==> config.mk <==
export PLATFORM = sky130hd
export DESIGN_NAME = flow_gated_uart_tx
export DESIGN_NICKNAME = d
export VERILOG_FILES = /design/src/rtl/uart_tx_pkg.sv /design/src/rtl/uart_tx_dpath.sv /design/src/rtl/uart_tx_ctrl.sv /design/src/rtl/flow_gated_uart_tx.sv
export SDC_FILE = /design/constraint.sdc
export NUM_CORES = 1
export LEC_CHECK = 0
export CAP_MARGIN = 20
export CORE_UTILIZATION = 65
export CTS_CLUSTER_SIZE = 16
export DETAILED_ROUTE_END_ITERATION = 10
export DONT_BUFFER_PORTS = 1
export GPL_TIMING_DRIVEN = 0
export MAX_ROUTING_LAYER = met4
export PLACE_DENSITY = 0.86
export SETUP_SLACK_MARGIN = 0.4
export SLEW_MARGIN = 20
export SYNTH_ARGS = -nofsm -noshare
export SYNTH_HDL_FRONTEND = slang
export SYNTH_SLANG_ARGS = --single-unit
==> constraint.sdc <==
create_clock -name clk -period 4.1 [get_ports clk]
set_input_delay 0 -clock clk [delete_from_list [all_inputs] [get_ports clk]]
set_output_delay 0 -clock clk [all_outputs]
set_load 0.05 [all_outputs]
==> src/rtl/uart_tx_pkg.sv <==
package uart_tx_pkg;

  localparam int MIN_BITS = 5;

  typedef enum logic [1:0] {
    PAR_NONE = 2'b00,
    PAR_EVEN = 2'b01,
    PAR_ODD  = 2'b10,
    PAR_OFF  = 2'b11
  } parMode_e;

  typedef enum logic [2:0] {
    ST_IDLE,
    ST_WAIT,
    ST_START,
    ST_DATA,
    ST_PAR,
    ST_STOP
  } txState_e;

  // strobes from control to datapath
  typedef struct packed {
    logic load;
    logic goStart;
    logic goData;
    logic goPar;
    logic goStop;
  } txStrobe_t;

endpackage

==> src/rtl/uart_tx_dpath.sv <==
module uart_tx_dpath
  import uart_tx_pkg::*;
#(
  parameter int DATA_MAX = 9,
  parameter int CNT_W    = 4
) (
  input  logic                clk,
  input  logic                rstN,
  input  txStrobe_t           strobe,
  input  logic [DATA_MAX-1:0] txData,
  input  logic [CNT_W-1:0]    cfgDataBits,
  input  logic [1:0]          cfgParity,
  input  logic                cfgTwoStop,
  output logic [CNT_W-1:0]    frameBits,
  output logic                parityOn,
  output logic                twoStop,
  output logic                txLine
);

  localparam logic [CNT_W-1:0] LO_BITS = CNT_W'(MIN_BITS);
  localparam logic [CNT_W-1:0] HI_BITS = CNT_W'(DATA_MAX);

  logic [CNT_W-1:0]    useBits;
  logic [DATA_MAX-1:0] dataMask;
  logic                parNext;
  logic                parOnNext;
  logic [DATA_MAX-1:0] shReg;
  logic                parQ;

  always_comb begin
    if (cfgDataBits < LO_BITS)      useBits = LO_BITS;
    else if (cfgDataBits > HI_BITS) useBits = HI_BITS;
    else                            useBits = cfgDataBits;
  end

  for (genvar i = 0; i < DATA_MAX; i++) begin : g_mask
    assign dataMask[i] = (CNT_W'(i) < useBits);
  end

  assign parOnNext = ((cfgParity == PAR_EVEN) || (cfgParity == PAR_ODD)) &&
                     (useBits != HI_BITS);
  assign parNext   = (^(txData & dataMask)) ^ (cfgParity == PAR_ODD);

  always_ff @(posedge clk) begin
    if (!rstN) begin
      shReg     <= '0;
      parQ      <= 1'b0;
      frameBits <= LO_BITS;
      parityOn  <= 1'b0;
      twoStop   <= 1'b0;
      txLine    <= 1'b1;
    end else begin
      if (strobe.load) begin
        shReg     <= txData & dataMask;
        parQ      <= parNext;
        frameBits <= useBits;
        parityOn  <= parOnNext;
        twoStop   <= cfgTwoStop;
      end
      if (strobe.goStart) txLine <= 1'b0;
      if (strobe.goData) begin
        txLine <= shReg[0];
        shReg  <= shReg >> 1;
      end
      if (strobe.goPar)  txLine <= parQ;
      if (strobe.goStop) txLine <= 1'b1;
    end
  end

endmodule

==> src/rtl/uart_tx_ctrl.sv <==
module uart_tx_ctrl
  import uart_tx_pkg::*;
#(
  parameter int CNT_W     = 4,
  parameter int CODE_W    = 8,
  parameter int XOFF_CODE = 19,
  parameter int XON_CODE  = 17
) (
  input  logic              clk,
  input  logic              rstN,
  input  logic              bitTick,
  input  logic              txValid,
  output logic              txReady,
  input  logic              rxStrobe,
  input  logic [CODE_W-1:0] rxByte,
  input  logic              cfgFlowEn,
  input  logic [CNT_W-1:0]  frameBits,
  input  logic              parityOn,
  input  logic              twoStop,
  output txStrobe_t         strobe
);

  localparam logic [CODE_W-1:0] OFF_C = CODE_W'(XOFF_CODE);
  localparam logic [CODE_W-1:0] ON_C  = CODE_W'(XON_CODE);

  txState_e         state;
  logic [CNT_W-1:0] bitCnt;
  logic             stopSecond;
  logic             pausedQ;
  logic             pauseEff;
  logic             lastData;

  assign pauseEff = pausedQ && cfgFlowEn;
  assign txReady  = (state == ST_IDLE) && !pauseEff;
  assign lastData = (bitCnt == frameBits);

  always_comb begin
    strobe      = '0;
    strobe.load = txValid && txReady;
    if (bitTick) begin
      unique case (state)
        ST_WAIT:  strobe.goStart = !pauseEff;
        ST_START: strobe.goData  = 1'b1;
        ST_DATA: begin
          if (!lastData)     strobe.goData = 1'b1;
          else if (parityOn) strobe.goPar  = 1'b1;
          else               strobe.goStop = 1'b1;
        end
        ST_PAR:   strobe.goStop = 1'b1;
        default: ;
      endcase
    end
  end

  always_ff @(posedge clk) begin
    if (!rstN) begin
      pausedQ <= 1'b0;
    end else if (rxStrobe && cfgFlowEn) begin
      if (rxByte == OFF_C)     pausedQ <= 1'b1;
      else if (rxByte == ON_C) pausedQ <= 1'b0;
    end
  end

  always_ff @(posedge clk) begin
    if (!rstN) begin
      state      <= ST_IDLE;
      bitCnt     <= '0;
      stopSecond <= 1'b0;
    end else begin
      unique case (state)
        ST_IDLE:  if (strobe.load) state <= ST_WAIT;
        ST_WAIT:  if (strobe.goStart) state <= ST_START;
        ST_START: if (bitTick) begin
          state  <= ST_DATA;
          bitCnt <= CNT_W'(1);
        end
        ST_DATA:  if (bitTick) begin
          if (!lastData) bitCnt <= bitCnt + 1'b1;
          else if (parityOn) state <= ST_PAR;
          else begin
            state      <= ST_STOP;
            stopSecond <= 1'b0;
          end
        end
        ST_PAR:   if (bitTick) begin
          state      <= ST_STOP;
          stopSecond <= 1'b0;
        end
        ST_STOP:  if (bitTick) begin
          if (twoStop && !stopSecond) stopSecond <= 1'b1;
          else                        state      <= ST_IDLE;
        end
        default:  state <= ST_IDLE;
      endcase
    end
  end

endmodule

==> src/rtl/flow_gated_uart_tx.sv <==
module flow_gated_uart_tx
  import uart_tx_pkg::*;
#(
  parameter int DATA_MAX  = 9,
  parameter int CODE_W    = 8,
  parameter int XOFF_CODE = 19,
  parameter int XON_CODE  = 17
) (
  input  logic                        clk,
  input  logic                        rstN,
  input  logic                        bitTick,
  input  logic [DATA_MAX-1:0]         txData,
  input  logic                        txValid,
  output logic                        txReady,
  input  logic                        rxStrobe,
  input  logic [CODE_W-1:0]           rxByte,
  input  logic [$clog2(DATA_MAX+1)-1:0] cfgDataBits,
  input  logic [1:0]                  cfgParity,
  input  logic                        cfgTwoStop,
  input  logic                        cfgFlowEn,
  output logic                        txLine
);

  localparam int CNT_W = $clog2(DATA_MAX + 1);

  txStrobe_t        strobe;
  logic [CNT_W-1:0] frameBits;
  logic             parityOn;
  logic             twoStop;

  uart_tx_ctrl #(
    .CNT_W(CNT_W), .CODE_W(CODE_W),
    .XOFF_CODE(XOFF_CODE), .XON_CODE(XON_CODE)
  ) u_ctrl (
    .clk(clk), .rstN(rstN), .bitTick(bitTick),
    .txValid(txValid), .txReady(txReady),
    .rxStrobe(rxStrobe), .rxByte(rxByte), .cfgFlowEn(cfgFlowEn),
    .frameBits(frameBits), .parityOn(parityOn), .twoStop(twoStop),
    .strobe(strobe)
  );

  uart_tx_dpath #(.DATA_MAX(DATA_MAX), .CNT_W(CNT_W)) u_dpath (
    .clk(clk), .rstN(rstN), .strobe(strobe),
    .txData(txData), .cfgDataBits(cfgDataBits),
    .cfgParity(cfgParity), .cfgTwoStop(cfgTwoStop),
    .frameBits(frameBits), .parityOn(parityOn), .twoStop(twoStop),
    .txLine(txLine)
  );

endmodule

# ---- After elaboration in Yosys (flattened, before gate mapping)
# Index checks and enable logic that the tools add are counted.
dict set report word_totals {
  ff_bits 26
  in_bits 30
  out_inout_bits 2
  wordCells 109
}
dict set report classes {
  n_addsub 1
  order_cmp 11
  n_eq_ne 22
  muxes 39
  bitwise 3
  reduce_logical 22
}
# cell count
set ops {}
lappend ops {{3-bit two-way mux} 8}
lappend ops {{4-bit two-way mux} 6}
lappend ops {{2-bit inequality test (second input constant)} 9}
lappend ops {{3-bit one-hot mux with 6 select lines} 1}
lappend ops {{1-bit two-way mux} 17}
lappend ops {{8-bit by 5-bit equality test with 1-bit output (second input constant)} 2}
lappend ops {{3-bit by 4-bit < comparator with 1-bit output (first input constant)} 4}
lappend ops {{8-bit two-way mux} 2}
lappend ops {{9-bit AND} 1}
lappend ops {{9-bit parity} 1}
lappend ops {{1-bit by 4-bit < comparator with 1-bit output (first input constant)} 2}
lappend ops {{2-bit by 4-bit < comparator with 1-bit output (first input constant)} 2}
lappend ops {{4-bit one-hot mux with 2 select lines} 1}
lappend ops {{8-bit AND reduction} 1}
lappend ops {{7-bit AND reduction} 1}
lappend ops {{3-bit by 2-bit equality test with 1-bit output (second input constant)} 2}
lappend ops {{3-bit equality test (second input constant)} 2}
lappend ops {{1-bit logical AND} 6}
lappend ops {{2-bit nonzero test} 3}
lappend ops {{3-bit nonzero test} 2}
lappend ops {{4-bit by 1-bit adder with 4-bit output (second input constant)} 1}
lappend ops {{4-bit equality test} 1}
lappend ops {{4-bit greater-than comparator (second input constant)} 1}
lappend ops {{4-bit by 3-bit < comparator with 1-bit output (second input constant)} 1}
lappend ops {{other kinds (17)} 21}

# ---- Depth between registers and ports, before layout
dict set report depth {
  depth_word 7
  depth_mapped 7
  depth_no_buf 7
}

# ---- Modules after synthesis
# From an unflattened synthesis, not the netlist that was laid out.
dict set report hier_totals {
  hier_cells 181
  area_unflattened_um2 1570.3
}
# mod n_inst cells_per_inst area_each_um2 seq_area_each_um2
set by_module_without_submodules {}
lappend by_module_without_submodules {uart_tx_dpath 1 99 884.6 340.3}
lappend by_module_without_submodules {uart_tx_ctrl 1 82 685.7 180.2}

# ---- Least setup slack after synthesis
# Ideal clock, no wire load.
dict set report synth_timing {
  kind {register -> register}
  start {reg u_ctrl.state[2]}
  end {reg u_dpath.frameBits[0]}
  setup_ns 0.136
  t_arrival_ns 2.400
  required_ns 3.964
  slack_ns 1.564
  path_stages_with_launch 6
  n_path_buf 1
  period_less_slack_ns 2.536
  path_cell_list {dfxtp_1 a2111oi_2 nand2_1 clkbuf_1 nor3_1 o21ai_0}
}
dict set report synth_via {
  elab_chain_cells 3
}
# item line
set synth_rtl {}
lappend synth_rtl {{start: declaration} uart_tx_ctrl.sv:26} ;# txState_e state;
lappend synth_rtl {{start signal: assignment} uart_tx_ctrl.sv:66} ;# state <= ST_IDLE;
lappend synth_rtl {{start signal: assignment} uart_tx_ctrl.sv:71} ;# ST_IDLE: if (strobe.load) state <= ST_WAIT;
lappend synth_rtl {{start signal: assignment} uart_tx_ctrl.sv:72} ;# ST_WAIT: if (strobe.goStart) state <= ST_START;
lappend synth_rtl {{3-bit logical NOT} uart_tx_ctrl.sv:34} ;# assign txReady = (state == ST_IDLE) && !pauseEff;
lappend synth_rtl {{1-bit logical AND} uart_tx_ctrl.sv:34}
lappend synth_rtl {{named net txReady} flow_gated_uart_tx.sv:14} ;# output logic txReady,
lappend synth_rtl {{1-bit logical AND} uart_tx_ctrl.sv:39} ;# strobe.load = txValid && txReady;
lappend synth_rtl {{end signal: assignment} uart_tx_dpath.sv:56} ;# frameBits <= useBits;
lappend synth_rtl {{end: declaration} uart_tx_dpath.sv:14} ;# output logic [CNT_W-1:0] frameBits,
# The timed path passes the listed nets, and every way through them passes these cells.
# A chain may end at the register's enable or synchronous reset.

# ---- Worst setup path after layout
dict set report layout_timing {
  start {reg u_ctrl.state[2]}
  end {reg u_dpath.shReg[4]}
}
dict set report layout_via {
  elab_chain_cells 4
  word_cells_on_any_way 9
  cone_classes {eq/ne (2); mux (3); reduce/logical (4)}
}
# item line
set layout_rtl {}
lappend layout_rtl {{3-bit logical NOT} uart_tx_ctrl.sv:34}
lappend layout_rtl {{1-bit logical AND} uart_tx_ctrl.sv:34}
lappend layout_rtl {{named net txReady} flow_gated_uart_tx.sv:14}
lappend layout_rtl {{1-bit logical AND} uart_tx_ctrl.sv:39}
lappend layout_rtl {{2-bit nonzero test (no source line)} --}
lappend layout_rtl {{end signal: assignment} uart_tx_dpath.sv:54} ;# shReg <= txData & dataMask;
lappend layout_rtl {{end signal: assignment} uart_tx_dpath.sv:63} ;# shReg <= shReg >> 1;
lappend layout_rtl {{end: declaration} uart_tx_dpath.sv:27} ;# logic [DATA_MAX-1:0] shReg;
# The timed path passes the listed nets, and every way through them passes these cells.

==> run_results.csv <==
group,metric,value,unit
run_status,status,"finished with violations",
synth,ys_seq_area_share,34.8,%
cells_and_area,antennaDiodeCount,0,
cells_and_area,layout.nets,250,
routing,vias,1542,
power_and_ir_drop,static-leakage-power,0.721,nW
worst_setup_path,crit_required,4380,ps
global_route,grt_max_degree,16,
worst_setup_path,slowest_delay,820,ps
worst_setup_path,cp-end-kind,"flip-flop",
placed_design,placed_area,1540,µm²
cells_and_area,syn_to_final_growth,20.7,%
worst_setup_path,crit_fanout,10,
floorplan,dieHeight,50.0,µm
worst_setup_path,startpoint_type,"flip-flop",
cells_and_area,final_area,1810,µm²
floorplan,dieArea,2500,µm²
global_route,grt.overflow.total,0,
synth,synthesis.nets,224,
cells_and_area,final_cell_mix,"nand2_1, dfxtp_1, dlygate4sd3_1",
clocking,cts_setup_buffers,0,
synth,ys_ff_latch,26,
sta,setup_tns,0,ps
floorplan,initial_core_util,68.3,%
global_route,grt_pass1_vias,1486,
floorplan,die_w,50.0,µm
clocking,cts.sinks,26,
worst_setup_path,cp_top_family,"compound AO/OA/AOI/OAI gates",
worst_hold_path,holdCritPathClass,"input port to flip-flop",
synth,synth_ff_type,"dfxtp_1",
sta,worst_slew_pin_slew,861,ps
routing,routedWlPerCell,16.0,µm
sta,period_minus_slack,2940,ps
worst_setup_path,arrival,3230,ps
global_route,grt_pass1_wl,6530,µm
clocking,postCtsResizedCells,0,
sta,max_freq,340,MHz
sta,finalCritPeriodShare,71.8,%
routing,ant_nets,0,
sta,rsz0062_at_grt,"false",
clocking,clock-root-buffer,"clkbuf_4",
clocking,cts.path.max_buffers,2,
power_and_ir_drop,ir_drop,0.340,mV
routing,via_per_inst,6.29,
worst_setup_path,cp_slowest_cell,"a2111oi_4",
synth,synth_edf_count,0,
synth,async_flop_share,0,%
run_status,violations,"negative hold slack",
clocking,cts_buffers,3,
clocking,htree_levels,1,
cells_and_area,fillCellCount,136,
power_and_ir_drop,p_per_area,453,nW/µm²
cells_and_area,regArea,520,µm²
worst_setup_path,worstSetupPathType,"flip-flop to flip-flop",
placed_design,dp_hpwl,2540,µm
sta,hold_ws,-14.7,ps
sta,hold_viol,1,
synth,syn-instance-count,192,
synth,yosysWarnings,0,
routing,drc_errors,0,
floorplan,placementRows,17,
sta,relSlewSlack,42.6,%
synth,syn_area,1500,µm²
sta,fin_skew,3.71,ps
global_route,antenna_found_initial,0,
cells_and_area,final_common_cell,"nand2_1",
routing,drt_pre_antenna_iters,5,
floorplan,io_pins,32,
cells_and_area,drive_gt1_share,5.07,%
floorplan,coreArea,2190,µm²
sta,final-setup-viol-count,0,
worst_setup_path,path_cells,"a2111oi_4 > and2_1 > clkbuf_1 > nand2_1 > a311oi_1 > dlygate4sd3_1",
routing,initialDrtViolationCount,64,
placed_design,port_buffers,0,
clocking,cts-hold-fix-buffers,21,
sta,finalMaxSlewViolations,0,
cells_and_area,multi_input_area,913,µm²
routing,routed_wirelength,3920,µm
clocking,clkTransAtPathRegs,150,ps
worst_setup_path,cp_num_buf_inv,2,
synth,synth_cell_types,45,
clocking,cts_tree,"built",
placed_design,gp_congestion,0.865,
clocking,clock_latency,330,ps
synth,avgSynthCellArea,7.79,µm²
flow_run,drv_cap,0,
global_route,track_usage,35.5,%
-- cell usage after synthesis (3+ instances only) --
cell	instances	share of area (%)
a21oi_1	15	5.0
a311oi_1	6	3.5
and2_1	3	1.3
and3_1	3	1.3
buf_2	3	1.0
clkbuf_1	9	2.3
dfxtp_1	26	35
inv_1	7	1.8
mux2i_1	5	3.3
nand2_1	33	8.3
nand3_1	3	1.0
nor2_1	18	4.5
nor3_1	5	1.7
o21ai_0	10	3.3
xnor2_1	4	2.3
xor2_1	7	4.1
-- stage by stage --
step / power, mW / std cells / worst slack (ps) / util, %
6_report: 0.818 / 245 / 1160 / 82.5
4_1_cts: 0.801 / 245 / 1210 / 82.5
2_1_floorplan: 0.545 / 192 / 1560 / -
5_1_grt: 0.860 / 245 / 1050 / 82.5
3_3_place_gp: 0.585 / 220 / 1220 / 69.9
3_5_place_dp: 0.603 / 220 / 1740 / 70.5
-- layer usage --
metal  vias to the layer above  track usage, %  share of wire [%]
met5                         -               -                  0
met2                        99            59.3                 49
met4                         0            14.8                2.5
li1                        729               -                  -
met3                        11            7.10                7.7
met1                       703            40.9                 41
-- final cells by class --
type,count,area share (%)
Buffer,12,2.70
Clock buffer,3,1.25
Clock inverter,1,1.66
Inverter,7,1.45
Multi-Input combinational cell,147,50.6
Sequential cell,26,28.8
Tap cell,28,1.94
Timing Repair Buffer,21,11.6
-- registers in the layout (all words and copies together), names as in the netlist --
name               count
u_dpath.parityOn       1
u_ctrl.pausedQ         1
u_ctrl.state           3
u_dpath.frameBits      4
u_ctrl.bitCnt          4
u_dpath.shReg          9
u_dpath.txLine         1
u_dpath.twoStop        1
u_ctrl.stopSecond      1
u_dpath.parQ           1
-- report_power, final --
group	internal, mW	switching [mW]	leakage, nW
clock network	0.0989	0.0813	0.0279
logic	0.122	0.176	0.481
registers	0.295	0.0447	0.212
-- cell families (layout without fill, tap and decap cells) --
group	Yosys count	after routing	synth area share, %
muxes	5	5	3.34
adders and majority gates	2	2	1.67
AOI/OAI and AO/OA	49	49	22.5
buffers and inverters	19	44	5.02
and+or+nand+nor	79	79	24.7
xor gates and xnor gates	12	12	7.94
DFF	26	26	34.8
-- worst min-delay path, delay by kind of cell --
kind	cells	cell delay, ps
compound gates	1	100
fa+ha+maj	1	100
simple gates	2	80
-- worst paths after layout --
path         slack, ps            start  cells after the start                to
min reg2reg        500  u_dpath.twoStop                      2   u_dpath.twoStop
max reg2reg       1160  u_ctrl.state[2]                      6  u_dpath.shReg[4]
max               1160  u_ctrl.state[2]                      6  u_dpath.shReg[4]
min                -10     cfgParity[1]                      4  u_dpath.parityOn
Note: power is estimated with default switching activity, not from simulation.
